**src/rtl/dedup_pkg.sv**
```systemverilog
package dedup_pkg;

    typedef enum logic [1:0] {
        RES_MERGE   = 2'd0,
        RES_INSERT  = 2'd1,
        RES_EVICT   = 2'd2,
        RES_ABANDON = 2'd3
    } res_e;

    typedef enum logic {
        ST_IDLE = 1'b0,
        ST_SCAN = 1'b1
    } st_e;

    localparam int FOLD_STAGES = 5;

endpackage

```
**src/rtl/dd_hash_fold.sv**
```systemverilog
module dd_hash_fold #(
    parameter int IN_W   = 512,
    parameter int STAGES = 5,
    localparam int OUT_W = IN_W >> STAGES
) (
    input  logic [IN_W-1:0]  din,
    output logic [OUT_W-1:0] hash
);
    for (genvar s = 0; s < STAGES; s++) begin : g_st
        localparam int W = IN_W >> (s + 1);
        logic [W-1:0] v;
        if (s == 0) begin : g_first
            assign v = din[IN_W-1 -: W] ^ din[W-1:0];
        end else begin : g_next
            assign v = g_st[s-1].v[2*W-1 -: W] ^ g_st[s-1].v[W-1:0];
        end
    end

    assign hash = g_st[STAGES-1].v;
endmodule

```
**src/rtl/dd_bucket_store.sv**
```systemverilog
module dd_bucket_store #(
    parameter int NBKT  = 2,
    parameter int NODES = 16,
    parameter int PTR_W = 16,
    parameter int PH_W  = 15,
    localparam int BKT_W  = (NBKT > 1) ? $clog2(NBKT) : 1,
    localparam int NODE_W = (NODES > 1) ? $clog2(NODES) : 1
) (
    input  logic              clk,
    input  logic              rst,
    input  logic [BKT_W-1:0]  rd_bkt,
    input  logic [NODE_W-1:0] rd_node,
    output logic              rd_vld,
    output logic [PTR_W-1:0]  rd_ptr,
    output logic [PH_W-1:0]   rd_ph,
    input  logic              wr_en,
    input  logic [BKT_W-1:0]  wr_bkt,
    input  logic [NODE_W-1:0] wr_node,
    input  logic [PTR_W-1:0]  wr_ptr,
    input  logic [PH_W-1:0]   wr_ph,
    input  logic              inv_en,
    input  logic [PTR_W-1:0]  inv_ptr
);
    logic             vld [NBKT][NODES];
    logic [PTR_W-1:0] ptr [NBKT][NODES];
    logic [PH_W-1:0]  ph  [NBKT][NODES];

    assign rd_vld = vld[rd_bkt][rd_node];
    assign rd_ptr = ptr[rd_bkt][rd_node];
    assign rd_ph  = ph[rd_bkt][rd_node];

    always_ff @(posedge clk) begin
        if (rst) begin
            for (int b = 0; b < NBKT; b++)
                for (int n = 0; n < NODES; n++) begin
                    vld[b][n] <= 1'b0;
                    ptr[b][n] <= '0;
                    ph[b][n]  <= '0;
                end
        end else begin
            if (wr_en) begin
                vld[wr_bkt][wr_node] <= 1'b1;
                ptr[wr_bkt][wr_node] <= wr_ptr;
                ph[wr_bkt][wr_node]  <= wr_ph;
            end
            if (inv_en) begin
                for (int b = 0; b < NBKT; b++)
                    for (int n = 0; n < NODES; n++)
                        if (vld[b][n] && ptr[b][n] == inv_ptr)
                            vld[b][n] <= 1'b0;
            end
        end
    end
endmodule

```
**src/rtl/dedup_engine.sv**
```systemverilog
module dedup_engine
    import dedup_pkg::*;
#(
    parameter int DATA_W = 512,
    parameter int PTR_W  = 16,
    parameter int NODES  = 16,
    parameter int BKT_W  = 1,
    parameter int PH_W   = 15
) (
    input  logic              clk,
    input  logic              rst,
    input  logic              start,
    input  logic [PTR_W-1:0]  start_idx,
    input  logic [DATA_W-1:0] start_data,
    output logic              busy,
    output logic [PTR_W-1:0]  lock_idx,
    output logic              look_cmp,
    output logic [PTR_W-1:0]  look_idx,
    input  logic              look_eq,
    input  logic              look_sole,
    input  logic              inv_en,
    input  logic [PTR_W-1:0]  inv_ptr,
    output logic              done,
    output logic [1:0]        res_code,
    output logic [PTR_W-1:0]  res_idx
);
    localparam int HASH_W = DATA_W >> FOLD_STAGES;
    localparam int NBKT   = 1 << BKT_W;
    localparam int NODE_W = (NODES > 1) ? $clog2(NODES) : 1;

    logic [HASH_W-1:0] fold;
    dd_hash_fold #(.IN_W(DATA_W), .STAGES(FOLD_STAGES)) u_fold (
        .din(start_data), .hash(fold)
    );

    st_e               st;
    logic [PTR_W-1:0]  cur_idx;
    logic [BKT_W-1:0]  cur_bkt;
    logic [PH_W-1:0]   cur_ph;
    logic [NODE_W-1:0] node;
    logic              have_free, have_vict;
    logic [NODE_W-1:0] free_node, vict_node;
    logic [PTR_W-1:0]  vict_ptr;
    logic              done_q;
    res_e              res_q;
    logic [PTR_W-1:0]  res_idx_q;

    logic              n_vld;
    logic [PTR_W-1:0]  n_ptr;
    logic [PH_W-1:0]   n_ph;
    logic              wr_en;
    logic [NODE_W-1:0] wr_node;

    dd_bucket_store #(.NBKT(NBKT), .NODES(NODES), .PTR_W(PTR_W), .PH_W(PH_W)) u_tab (
        .clk(clk), .rst(rst),
        .rd_bkt(cur_bkt), .rd_node(node),
        .rd_vld(n_vld), .rd_ptr(n_ptr), .rd_ph(n_ph),
        .wr_en(wr_en), .wr_bkt(cur_bkt), .wr_node(wr_node),
        .wr_ptr(cur_idx), .wr_ph(cur_ph),
        .inv_en(inv_en), .inv_ptr(inv_ptr)
    );

    // Per-node decision terms, current node folded in with history
    logic              scanning, match, last, f_any, v_any;
    logic [NODE_W-1:0] f_node, v_node;
    logic [PTR_W-1:0]  v_ptr;

    always_comb begin
        scanning = (st == ST_SCAN);
        look_cmp = scanning && n_vld && (n_ph == cur_ph);
        look_idx = n_ptr;
        match    = look_cmp && look_eq;
        last     = (node == NODE_W'(NODES - 1));
        f_any    = have_free || !n_vld;
        f_node   = have_free ? free_node : node;
        v_any    = have_vict || (n_vld && look_sole);
        v_node   = have_vict ? vict_node : node;
        v_ptr    = have_vict ? vict_ptr  : n_ptr;
        wr_en    = scanning && !match && last && (f_any || v_any);
        wr_node  = f_any ? f_node : v_node;
    end

    always_ff @(posedge clk) begin
        if (rst) begin
            st        <= ST_IDLE;
            cur_idx   <= '0;
            cur_bkt   <= '0;
            cur_ph    <= '0;
            node      <= '0;
            have_free <= 1'b0;
            have_vict <= 1'b0;
            free_node <= '0;
            vict_node <= '0;
            vict_ptr  <= '0;
            done_q    <= 1'b0;
            res_q     <= RES_ABANDON;
            res_idx_q <= '0;
        end else begin
            done_q <= 1'b0;
            if (st == ST_IDLE) begin
                if (start) begin
                    st        <= ST_SCAN;
                    cur_idx   <= start_idx;
                    cur_bkt   <= fold[BKT_W-1:0];
                    cur_ph    <= fold[BKT_W +: PH_W];
                    node      <= '0;
                    have_free <= 1'b0;
                    have_vict <= 1'b0;
                end
            end else begin
                if (match || last) begin
                    st     <= ST_IDLE;
                    done_q <= 1'b1;
                    if (match) begin
                        res_q     <= RES_MERGE;
                        res_idx_q <= n_ptr;
                    end else if (f_any) begin
                        res_q     <= RES_INSERT;
                        res_idx_q <= cur_idx;
                    end else if (v_any) begin
                        res_q     <= RES_EVICT;
                        res_idx_q <= v_ptr;
                    end else begin
                        res_q     <= RES_ABANDON;
                        res_idx_q <= cur_idx;
                    end
                end else begin
                    node      <= node + 1'b1;
                    have_free <= f_any;
                    free_node <= f_node;
                    have_vict <= v_any;
                    vict_node <= v_node;
                    vict_ptr  <= v_ptr;
                end
            end
        end
    end

    assign busy     = scanning;
    assign lock_idx = cur_idx;
    assign done     = done_q;
    assign res_code = res_q;
    assign res_idx  = res_idx_q;
endmodule

```
**config.mk**
```make
export PLATFORM = sky130hd
export DESIGN_NAME = dedup_engine
export DESIGN_NICKNAME = d
export VERILOG_FILES = /design/src/rtl/dedup_pkg.sv /design/src/rtl/dd_hash_fold.sv /design/src/rtl/dd_bucket_store.sv /design/src/rtl/dedup_engine.sv
export SDC_FILE = /design/constraint.sdc
export NUM_CORES = 2
export LEC_CHECK = 0
export BUFFER_PORTS_ARGS = -buffer_cell sky130_fd_sc_hd__buf_2
export CAP_MARGIN = 20
export CORE_MARGIN = 2
export CORE_UTILIZATION = 30
export CTS_BUF_LIST = sky130_fd_sc_hd__clkbuf_16
export CTS_CLUSTER_DIAMETER = 30
export DETAILED_ROUTE_END_ITERATION = 7
export GPL_ROUTABILITY_DRIVEN = 0
export MAX_ROUTING_LAYER = met4
export REMOVE_ABC_BUFFERS = 1
export SETUP_SLACK_MARGIN = 0.3
export SLEW_MARGIN = 20
export SYNTH_ARGS = -nofsm -noshare
export SYNTH_HDL_FRONTEND = slang
export SYNTH_SLANG_ARGS = --single-unit
export TNS_END_PERCENT = 20
```
**constraint.sdc**
```tcl
create_clock -name clk -period 15.15 [get_ports clk]
set_input_delay 3.03 -clock clk [delete_from_list [all_inputs] [get_ports clk]]
set_output_delay 3.03 -clock clk [all_outputs]
set_load 0.05 [all_outputs]
```
==> impl_metrics.toml <==
[run_status]
status = "finished clean"

[layout]
drive_gt1_share_pct = 27.21
fin_nets = 5472
final_cells = 7613
area_growth_pct = 22.40

[cts]
cts.sinks = 1107
cts.path.max_buffers = 3
root_buffer = "clkbuf_16"
insertion_delay_ns = 0.80
postCtsSetupBuffers = 0
ctsHoldBuffers = 0
cts_resized = 0
cts_buffers = 198
clk_pin_slew_ns = 0.05
cts_tree = "done"
h-tree-depth = 4

[timing]
fin_crit_sh_pct = 56.70
hold_violations = 0
relSlewSlack_pct = 14.70
final-setup-viol-count = 0
setup_slack_ns = 6.561
min_period_ns = 8.589
fin_tns_setup_ns = 0
fin_skew_ns = 0.03529
grt_setup_unrepaired = "no"
clock.fmax_mhz = 116.4
tightest_slew_ns = 1.279
timing.hold.ws_ns = 0.4583
slew_violations = 0

[synth]
syn-cell-area_sq_mm = 0.05715
yosys_register_bits = 1107
async_flop_share_pct = 0
synth.avg_cell_area_sq_um = 13.24
ys_types = 67
synth_edf_count = 992
yosysSeqAreaShare_pct = 56.15
synth_cells = 4316
yosysWarnings = 0
synth_ff_type = "edfxtp_1"

[critical_path]
crit_path_end_kind = "output pin"
cpPeakStageDelay_ns = 0.79
slowest_stage = "buf_4"
arrival_ns = 5.56
crit_type = "reg2out"
crit_top_cell = "mux4_2"
crit_path_cell_trace = "buf_12, buf_4, mux4_2, mux4_2, mux2i_1, xor2_1, nand3_2, or4_4, nor2_1, buf_2"
critPathRequiredTime_ns = 12.12
reg2reg_slack_ns = 7.40
path_max_fanout = 88
reg2reg_to = "u_tab.ph[0][4]"
cp-start-kind = "register"
reg2regPathDepth = 13

[drt]
wl_per_cell_um = 26.64
drc_errors = 0
drt_first_pass_iters = 7
drtIter0Drc = 4860
dr_total_vias = 40440
wirelength_um = 202800
ant_nets = 0
vias_per_cell = 5.311

[global_route]
antenna_found_initial = 17
gr-total-overflow = 0
grt_pass1_vias = 39440
grt_use_total_pct = 20.96
grt_max_degree = 89
grt_pass1_wl_um = 282900

[floorplan]
die_h_um = 440.5
core_area_sq_mm = 0.1898
initial_utilization_pct = 30.11
ios = 603
die_x_um = 440.5
fp.dieArea_sq_mm = 0.1940
num_rows = 160

[hold_path]
min_to = "lock_idx[9]"
min_path_type = "reg2reg"
holdCritStartpoint = "lock_idx[9]"
whs_path_depth = 2

[power_and_ir_drop]
p_seq_share_pct = 36.4
p_switching_mw = 2.662
pwr-share-clk_pct = 46.7
p_int_mw = 7.114
leakage_nw = 24.47
swShare_pct = 27.23
power.share.combinational_pct = 17.0
finalPower_mw = 9.776
vdd.ir_drop.worst_v = 0.00009461
pwr_density_cell_mw_per_mm2 = 139.8

[placed_design]
hpwl_um = 133000
placed_cells = 7230
io_buffers = 602
dp_slack_ns = 7.274

[job]
max-cap-violations = 0
==> kinds of logic after synthesis <==
kind of cell / after synthesis / synth area share, %
buffers and inverters: 347 / 2.697
muxes: 390 / 12.05
xor gates and xnor gates: 1023 / 15.68
adders and majority gates: 1 / 0.02189
DFF: 1107 / 56.15
and+or+nand+nor: 1182 / 10.10
AOI/OAI and AO/OA: 266 / 3.302
==> per-layer routing <==
metal  up-vias  part of all wire (%)  track usage [%]
li1      17010                     -                -
met1     20350                    39            27.03
met5         -                     0                -
met3       413                    11            4.689
met4         0                   4.2            8.918
met2      2665                    46            31.73
==> how the worst max path moves through the flow <==
stage                     end  cells past startpoint      from
2_1_floorplan  u_tab.ph[0][0]                      9  register
3_3_place_gp         look_cmp                     10  register
3_5_place_dp         look_cmp                     10  register
4_1_cts              look_cmp                     10  register
5_1_grt              look_cmp                     10  register
6_report             look_cmp                     10  register
==> cells in the final DEF, fill, tap and decap left out, types with 64 or more instances in the layout <==
cell type	count
nand2_1	253
mux2i_1	133
a22oi_1	64
nand3_1	74
nor2_1	344
buf_4	120
a21oi_1	69
mux4_2	235
edfxtp_1	992
nand4_1	104
and2_1	128
and3_1	132
clkbuf_16	208
buf_2	601
dfxtp_1	110
xor2_1	180
xnor2_1	843
==> flip-flops by register name (all words and copies together) (netlist names), named ones only <==
register,count
busy,1
vict_node,4
u_tab.ptr,512
vict_ptr,16
u_tab.vld,32
res_idx,16
lock_idx,16
res_code,2
cur_bkt,1
have_free,1
have_vict,1
cur_ph,15
node,4
free_node,4
done,1
u_tab.ph,480
==> synthesized netlist by cell type, types with 7 or more instances <==
library cell    n  share of area (%)
nor2b_1        15               0.16
a22oi_1        64               0.84
buf_1          46               0.30
mux2_2         21               0.41
a21oi_1        69               0.60
nand4_1       104                1.1
buf_4          17               0.22
and2_1        134                1.5
a31oi_1         8              0.088
o311ai_1       16               0.25
nand3_1        75               0.66
mux4_2        235                9.3
dfxtp_1       115                4.0
xor2_1        180                2.8
o21ai_0        19               0.17
nor4_1         50               0.55
o22ai_1         7              0.077
o211a_1        16               0.28
nor2_1        344                2.3
nor3_1         21               0.18
inv_1          25               0.16
nand2_1       278                1.8
buf_2          68               0.60
and3_1        133                1.5
a211oi_1       16               0.21
xnor2_1       843                 13
a21o_1         16               0.21
mux2i_1       133                2.3
buf_6           9               0.18
clkbuf_1      177                1.2
edfxtp_1      992                 52
==> power groups by stage <==
| stage | registers, mW | clock network, mW | logic [mW] |
|---|---|---|---|
| finish | 3.56 | 4.56 | 1.66 |
| detailed placement | 3.61 | 0 | 1.67 |
| floorplan | 3.69 | 0 | 1.20 |
| CTS | 3.55 | 4.58 | 1.68 |
| global route | 3.57 | 4.72 | 1.76 |
| global placement | 3.61 | 0 | 1.67 |
==> per-stage QoR <==
step	instance area (sq um)	util, %
2_1_floorplan	55710	-
3_3_place_gp	63000	33.19
3_5_place_dp	63020	33.20
4_1_cts	69890	36.82
5_1_grt	69940	36.85
6_report	69950	36.86
==> worst max-delay path, delay by kind of cell (launching register included) <==
family                 cells  cell delay, ns
buffers and inverters      3            1.67
AND/OR/NAND/NOR            3            0.98
flip-flops                 1            0.48
multiplexers               3            1.28
XOR/XNOR                   1            0.23
==> cell type report <==
type | count | area, sq um
multi-input combinational | 2862 | 23730
sequential | 1107 | 32100
fill | 18080 | 119800
antenna | 12 | 30.03
inverter | 28 | 107.6
timing repair buffer | 724 | 3964
tap | 2511 | 3142
clock inverter | 161 | 1664
clock buffer | 208 | 5205
Note: power is estimated with default switching activity, not from simulation.
